$ cat config.mk
export PLATFORM = sky130hd
export DESIGN_NAME = sync_preset_counter
export DESIGN_NICKNAME = d
export VERILOG_FILES = /design/src/rtl/cnt_pkg.sv /design/src/rtl/cnt_act_dec.sv /design/src/rtl/cnt_state_reg.sv /design/src/rtl/cnt_term_det.sv /design/src/rtl/sync_preset_counter.sv
export SDC_FILE = /design/constraint.sdc
export NUM_CORES = 1
export LEC_CHECK = 0
export ABC_AREA = 1
export BUFFER_PORTS_ARGS = -buffer_cell sky130_fd_sc_hd__buf_2
export CORE_AREA = 2 2 39 41
export DETAILED_ROUTE_END_ITERATION = 8
export DIE_AREA = 0 0 41 43
export GPL_TIMING_DRIVEN = 0
export SETUP_SLACK_MARGIN = 0.1
export SKIP_CTS_REPAIR_TIMING = 1
export SYNTH_ARGS = -nofsm -noshare
export SYNTH_HDL_FRONTEND = slang
export SYNTH_SLANG_ARGS = --single-unit
$ cat constraint.sdc
create_clock -name clk -period 1.8 [get_ports clk]
set_clock_uncertainty 0.15 [all_clocks]
set_input_delay 0.18 -clock clk [delete_from_list [all_inputs] [get_ports clk]]
set_output_delay 0.18 -clock clk [all_outputs]
set_load 0.05 [all_outputs]
$ cat src/rtl/cnt_pkg.sv
package cnt_pkg;
  // Action taken by a counter stage at the next rising edge, in priority order.
  typedef enum logic [1:0] {
    ACT_CLEAR = 2'd0,
    ACT_LOAD  = 2'd1,
    ACT_INCR  = 2'd2,
    ACT_HOLD  = 2'd3
  } cnt_act_e;
endpackage

$ cat src/rtl/cnt_act_dec.sv
module cnt_act_dec
  import cnt_pkg::*;
(
  input  logic     clr_n,
  input  logic     load_n,
  input  logic     en_wide,
  input  logic     en_chain,
  output cnt_act_e act
);
  // Fixed priority: clear, then load, then count, otherwise hold.
  always_comb begin
    if (!clr_n)                   act = ACT_CLEAR;
    else if (!load_n)             act = ACT_LOAD;
    else if (en_wide && en_chain) act = ACT_INCR;
    else                          act = ACT_HOLD;
  end
endmodule

$ cat src/rtl/cnt_state_reg.sv
module cnt_state_reg
  import cnt_pkg::*;
#(
  parameter int WIDTH = 4
) (
  input  logic             clk,
  input  cnt_act_e         act,
  input  logic [WIDTH-1:0] preset,
  output logic [WIDTH-1:0] count
);
  localparam logic [WIDTH-1:0] ONE = WIDTH'(1);

  logic [WIDTH-1:0] count_q;
  logic [WIDTH-1:0] count_d;
  logic             upd_en;

  // Next-state selection.
  always_comb begin
    unique case (act)
      ACT_CLEAR: count_d = '0;
      ACT_LOAD:  count_d = preset;
      ACT_INCR:  count_d = count_q + ONE;
      default:   count_d = count_q;
    endcase
  end

  assign upd_en = (act != ACT_HOLD);

  // State register: no reset value, a synchronous clear initialises it.
  always_ff @(posedge clk) begin
    if (upd_en) count_q <= count_d;
  end

  assign count = count_q;
endmodule

$ cat src/rtl/cnt_term_det.sv
module cnt_term_det #(
  parameter int WIDTH = 4
) (
  input  logic [WIDTH-1:0] count,
  input  logic             en_chain,
  output logic             term
);
  localparam logic [WIDTH-1:0] ALL_ONES = {WIDTH{1'b1}};

  // Look-ahead carry: decoded from the register plus the chain enable only.
  assign term = en_chain && (count == ALL_ONES);
endmodule

$ cat src/rtl/sync_preset_counter.sv
module sync_preset_counter
  import cnt_pkg::*;
#(
  parameter int WIDTH = 4
) (
  input  logic             clk,
  input  logic             clr_n,
  input  logic             load_n,
  input  logic [WIDTH-1:0] preset,
  input  logic             en_wide,
  input  logic             en_chain,
  output logic [WIDTH-1:0] count,
  output logic             term
);
  localparam logic [WIDTH-1:0] ONE = WIDTH'(1);

  cnt_act_e act;

  cnt_act_dec u_dec (
    .clr_n    (clr_n),
    .load_n   (load_n),
    .en_wide  (en_wide),
    .en_chain (en_chain),
    .act      (act)
  );

  cnt_state_reg #(.WIDTH(WIDTH)) u_reg (
    .clk    (clk),
    .act    (act),
    .preset (preset),
    .count  (count)
  );

  cnt_term_det #(.WIDTH(WIDTH)) u_term (
    .count    (count),
    .en_chain (en_chain),
    .term     (term)
  );

  // A cycle that follows a clear cycle must show zero.
  assert_clear_zero_R2: assert property (@(posedge clk) disable iff (!clr_n)
    $rose(clr_n) |-> (count == '0));

  assert_load_preset_R3: assert property (@(posedge clk) disable iff (!clr_n)
    (!load_n) |=> (count == $past(preset)));

  // Covers the 1111 -> 0000 wrap as well.
  assert_incr_step_R4: assert property (@(posedge clk) disable iff (!clr_n)
    (load_n && en_wide && en_chain) |=> (count == $past(count) + ONE));

  assert_hold_stable_R5: assert property (@(posedge clk) disable iff (!clr_n)
    (load_n && !(en_wide && en_chain)) |=> $stable(count));

  assert_term_gated_R7: assert property (@(posedge clk) disable iff (!clr_n)
    (!en_chain) |-> (!term));
endmodule

; After elaboration in Yosys (flattened, before gate mapping)
; Index checks and enable logic that the tools add are counted.
[word_totals]
register_bits = 4
wordCells = 15
[classes]
addsub = 1
n_eq_ne = 4
n_reduce_logical = 5
muxes = 4
[ops]
columns = operator, count
row1 = one-hot mux 4 bit (3 select lines), 1
row2 = adder 4 x 1 -> 4 bit (second input constant), 1
row3 = == test 4 bit (second input constant), 1
row4 = 2-to-1 mux 2 bit, 2
row5 = nonzero test 3 bit, 1
row6 = == test 2 x 1 -> 1 bit (second input constant), 1
row7 = == test 2 bit (second input constant), 1
row8 = logical AND 1 bit, 2
row9 = zero test 2 bit, 1
row10 = != test 2 bit (second input constant), 1
row11 = AND reduction 2 bit, 1
row12 = 2-to-1 mux 1 bit, 1

; Longest topological paths before layout
; Gate-level depths: netlist of the first run.
[logic_depth]
ltp_word = 7
ltp_mapped = 4
mapped_depth_nobuf = 4

; Hierarchy
; A second synthesis of the first run with hierarchy kept.
[hier_totals]
cells_unflattened = 36
hier_area_um2 = 294.0
[modules_own_cells]
columns = mod, cells_each, area_each_um2, seq_area_each_um2, instances
row1 = cnt_state_reg, 28, 261.5, 120.1, 1
row2 = cnt_act_dec, 5, 20.0, 0.0, 1
row3 = cnt_term_det, 3, 12.5, 0.0, 1

; Worst setup path before layout of the first run
; OpenSTA, ideal clock, no wires.
[synth_path]
path_kind = reg2out
startpoint = reg u_reg.count_q[0] (netlist: u_reg.count[0])
endpoint = out term
slack_ns = -0.211
arrival_time_ns = 1.681
path_buffers = 0
path_stages_with_launch = 4
required_ns = 1.470
path_cell_list = edfxtp_1 > ha_1 > nand2_1 > nor2_1
[synth_via]
elab_chain_cells = 2
[synth_rtl]
columns = element, line
row1 = start: declaration, cnt_state_reg.sv:13  ; logic [WIDTH-1:0] count_q;
row2 = start signal: assignment, cnt_state_reg.sv:31  ; if (upd_en) count_q <= count_d;
row3 = == test 4 bit, cnt_term_det.sv:11  ; assign term = en_chain && (count == ALL_ONES);
row4 = logical AND 1 bit, cnt_term_det.sv:11
row5 = end: declaration, sync_preset_counter.sv:13  ; output logic term
; Every way passes these cells.

; Worst setup path after layout of the first run
; Same ends and word-level chain as after synthesis.

==> impl_metrics.toml, run 1 <==
[logic_synthesis]
synth_cells = 30
synth_area_um2 = 259
yosysTopAreaCell = "edfxtp_1"
synth-adder-area-share = 0.0483
synth.area.top_cells = "edfxtp_1, nand3_1, nand2_1, ha_1, nand2_2"
synthMuxAreaShare = 0
synthSimpleGateAreaFrac = 0.411
synth_nets = 40
synth_top_family_by_area = "simple AND/OR/NAND/NOR gates"
synth_compound_area_frac = 0.0338
yosysWarnings = 0
synth_top_area_share = 0.464
ys_ff_latch = 4
synth_area_per_cell_um2 = 8.63
synthDistinctLibCells = 12
synth_xor_xnor_area_share = 0
ys_seq_area_frac = 0.464

[setup_path]
required_ns = 1.47
start_kind = "flop"
crit_chain = "ha_1, nand2_1, nor2_4, clkbuf_4"
crit_fanout = 5
cp.arrival_ns = 1.27
end_kind = "output port"
reg2reg_slack_ns = 0.39
critPathSlowestCell = "edfxtp_1"
setup.worst_path.class = "reg2out"
max_stage_delay_ns = 0.43

[cts]
cts-root-buf = "clkbuf_4"
clock_latency_ns = 0.23
htree_levels = 1
clock-sinks = 4
path_clk_slew_ns = 0.04
clk_path_buf_depth = 2
cts_buffers = 3
cts_tree = "done"

[placement]
hpwl_um = 459
io_buffers = 13
place_area_um2 = 352
dpl.cell_count = 59
gp_congestion = 0.692

[sta]
finalHoldViolCount = 0
fmax_mhz = 625
max_slew_margin = 0.835
fin_crit_sh = 0.889
finalHoldWorstSlack_ns = 0.103
setup_viol = 0
tightest_slew_ns = 0.250
rsz0062_at_grt = "false"
period_minus_slack_ns = 1.60
finalMaxSlewViolations = 0
tns_ns = 0

[grt]
grt_usage = 0.0817
antenna_found_initial = 0
grt_pass1_wl_um = 903
grt_pass1_vias = 235
grt_max_degree = 7
grt-ovfl-total = 0

[power_and_ir_drop]
p_leak_nw = 0.190
ir_drop_mv = 0.246
power_density_nw_per_um2 = 774

[floorplan]
fp.dieW_um = 41
rows = 14
die_area_um2 = 1760
io_pins = 14
die_height_um = 43
core_um2 = 1380
initial_core_util = 0.187

[cells_and_area]
drive_gt1_frac = 0.500
fin_nets = 60
stdcell_count = 64
largest_register_ffs = 4
postLayoutCellArea_um2 = 392
area_delta_synth_final_pct = 51.2
antenna_cells = 0
post-route-util = 0.283

[drt]
wirelength_um = 547
route.detailed.drc = 0
post_drt_wl_per_cell_um = 8.55
drt_iter0_drc = 0
num_vias = 261
viasPerCell = 4.08
ant_nets = 0
drt_first_pass_iters = 1

[hold_path]
min_path_type = "in2reg"

[run_status]
status = "completed"

[run]
drv_cap = 0
## worst max-delay path, delay by kind of cell (launching register included)
family | cells | cell delay [ns]
DFF | 1 | 0.43
adders and majority gates | 1 | 0.23
and+or+nand+nor | 2 | 0.17
buffers and inverters | 1 | 0.20
## cell usage after synthesis (all sizes together)
master  number
ha           1
or2          1
o21ai        1
nand4        1
nand3        8
inv          3
edfxtp       4
nand2        9
nor2         2
## per-layer routing
layer,up-vias,part of all wire,global-route usage
met3,2,0.084,0.0314
met2,13,0.42,0.0906
met4,0,0.037,0.0800
li1,139,-,-
met1,107,0.46,0.111
met5,-,0,0
## through the flow
| stage | power [mW] | setup WS [ns] |
|---|---|---|
| 2_1_floorplan | 0.166 | 0.126 |
| 3_3_place_gp | 0.188 | 0.356 |
| 6_report | 0.303 | 0.200 |
| 4_1_cts | 0.304 | 0.143 |
| 3_5_place_dp | 0.189 | 0.354 |
| 5_1_grt | 0.327 | 0.135 |
## cells in the final DEF (no fill, tap or decap)
cell	count
buf_2	12
nand3_1	8
nand2_1	7
clkbuf_4	4
edfxtp_1	4
inv_1	2
nand2_2	2
nor2_4	2
buf_4	2
nand4_1	1
or2_0	1
inv_2	1
o21ai_2	1
ha_1	1
## worst paths after layout
path	start	to	depth (start not counted)
max	u_reg.count[0]	term	4
min	preset[3]	u_reg.count[3]	3
max reg2reg	u_reg.count[0]	u_reg.count[2]	4
min reg2reg	u_reg.count[1]	u_reg.count[1]	3
## layout make-up
| class | instances | area, um^2 |
|---|---|---|
| clock buffer | 3 | 22.5 |
| fill | 156 | 992 |
| inverter | 3 | 11.3 |
| multi-input combinational | 23 | 135 |
| sequential | 4 | 120 |
| tap | 16 | 20.0 |
| timing repair buffer | 15 | 82.6 |
## kinds of logic after synthesis
logic type	Yosys count
AO/OA/AOI/OAI	1
adder cells (fa/ha/maj)	1
buffers and inverters	3
flip-flops	4
AND/OR/NAND/NOR	21
## power breakdown
group	switching [mW]	internal [mW]	total [mW]
clock	0.0364	0.0745	0.111
combinational	0.0481	0.0236	0.0717
sequential	0.00803	0.112	0.120
total	0.0925	0.211	0.303
(Power assumes the default switching activity.)
==> run 2: changes to the inputs <==
- RECOVER_POWER: not set -> 50
==> run 2 against run 1 <==
Compared with the run above:
- register-to-register slack about the same
- worst setup slack better by 0.0025 ns
- sequential share of layout area up 0.40 points
- cell count did not move
- critical path depth unchanged
- sequential power hardly changed
- final area decreased by 1.3%
- flip-flop and latch count unchanged
- via count unchanged
- fmax increased by 0.16%
- clock power barely moved
- non-clock buffer count did not move
- largest power group unchanged
==> impl_metrics.toml, run 2 (same netlist as run 1, synthesis figures left out) <==
[drt]
route.detailed.drc = 0
wirelength_um = 551
ant_nets = 0
num_vias = 261
drt_first_pass_iters = 1
drt_iter0_drc = 0
post_drt_wl_per_cell_um = 8.61
viasPerCell = 4.08

[power_and_ir_drop]
power_mw = 0.302
power_density_nw_per_um2 = 780
p_leak_nw = 0.183
ir_drop_mv = 0.246

[sta]
rsz0062_at_grt = "false"
tightest_slew_ns = 0.589
finalHoldViolCount = 0
finalHoldWorstSlack_ns = 0.103
period_minus_slack_ns = 1.60
setup_viol = 0
tns_ns = 0
fin_crit_sh = 0.887
finalMaxSlewViolations = 0
max_slew_margin = 0.609
fmax_mhz = 626

[setup_path]
start_kind = "flop"
cp.arrival_ns = 1.27
required_ns = 1.47
end_kind = "output port"
crit_fanout = 5
setup.worst_path.class = "reg2out"
r2r-end = "u_reg.count[2]"
reg2reg_slack_ns = 0.39
reg2reg_depth = 4
r2r-start = "u_reg.count[0]"
crit_start = "u_reg.count[0]"

[hold_path]
whs_endpoint = "u_reg.count[3]"
hold_depth = 3
hp-start = "preset[3]"
min_path_type = "in2reg"

[floorplan]
rows = 14
die_height_um = 43
die_area_um2 = 1760
fp.dieW_um = 41
initial_core_util = 0.187
core_um2 = 1380
io_pins = 14

[cells_and_area]
fill_cells = 157
post-route-util = 0.279
layout_common_cells = "buf_2, nand3_1, nand2_1"
fin_nets = 60
drive_gt1_frac = 0.438
largest_register_ffs = 4
antenna_cells = 0
final_common_cell = "buf_2"
area_delta_synth_final_pct = 49.3

[grt]
grt-ovfl-total = 0
grt_pass1_wl_um = 903
grt_max_degree = 7
grt_usage = 0.0817
antenna_found_initial = 0
grt_pass1_vias = 235

[cts]
clock-sinks = 4
path_clk_slew_ns = 0.04
htree_levels = 1
cts_buffers = 3
clock_latency_ns = 0.23
cts_tree = "done"
clk_path_buf_depth = 2
cts-root-buf = "clkbuf_4"

[run_status]
status = "completed"

[run]
drv_cap = 0

[placement]
io_buffers = 13
gp_congestion = 0.692
hpwl_um = 459
-- run 2: cell type report --
| type | instances | area (um^2) | share of cell area |
|---|---|---|---|
| multi-input cells | 23 | 133 | 0.343 |
| well taps | 16 | 20.0 | 0.0518 |
| repair buffers | 15 | 80.1 | 0.207 |
| clock buffers | 3 | 22.5 | 0.0583 |
| inverters | 3 | 11.3 | 0.0291 |
| flip-flops and latches | 4 | 120 | 0.311 |
-- run 2: worst max-delay path by stage --
stage / endpoint / cells after the start
3_5_place_dp: u_reg.count[2] / 4
2_1_floorplan: term / 3
5_1_grt: term / 4
6_report: term / 4
4_1_cts: term / 4
3_3_place_gp: u_reg.count[2] / 4
-- run 2: per-stage QoR --
step                      std cells  setup WS, ns  area, um^2
after detailed placement         59         0.354         352
after global routing             64         0.137         387
after floorplan                  30         0.126         267
after CTS                        62         0.143         374
final                            64         0.203         387
after global placement           59         0.356         352
-- run 2: power by group --
part	internal [mW]	switching, mW	total (mW)
clock	0.0745	0.0364	0.111
combinational	0.0223	0.0478	0.0702
sequential	0.112	0.00802	0.120
-- run 2: layer usage --
layer | GRT usage | vias up | share of wire
li1 | - | 139 | -
met1 | 0.111 | 107 | 0.46
met2 | 0.0906 | 13 | 0.42
met3 | 0.0314 | 2 | 0.083
met4 | 0.0800 | 0 | 0.036
met5 | 0 | - | 0
-- run 2: critical path, cell delays in order (launching register included) --
cell      delay, ns
edfxtp_1       0.43
ha_1           0.23
nand2_1        0.12
nor2_4         0.05
clkbuf_4       0.20
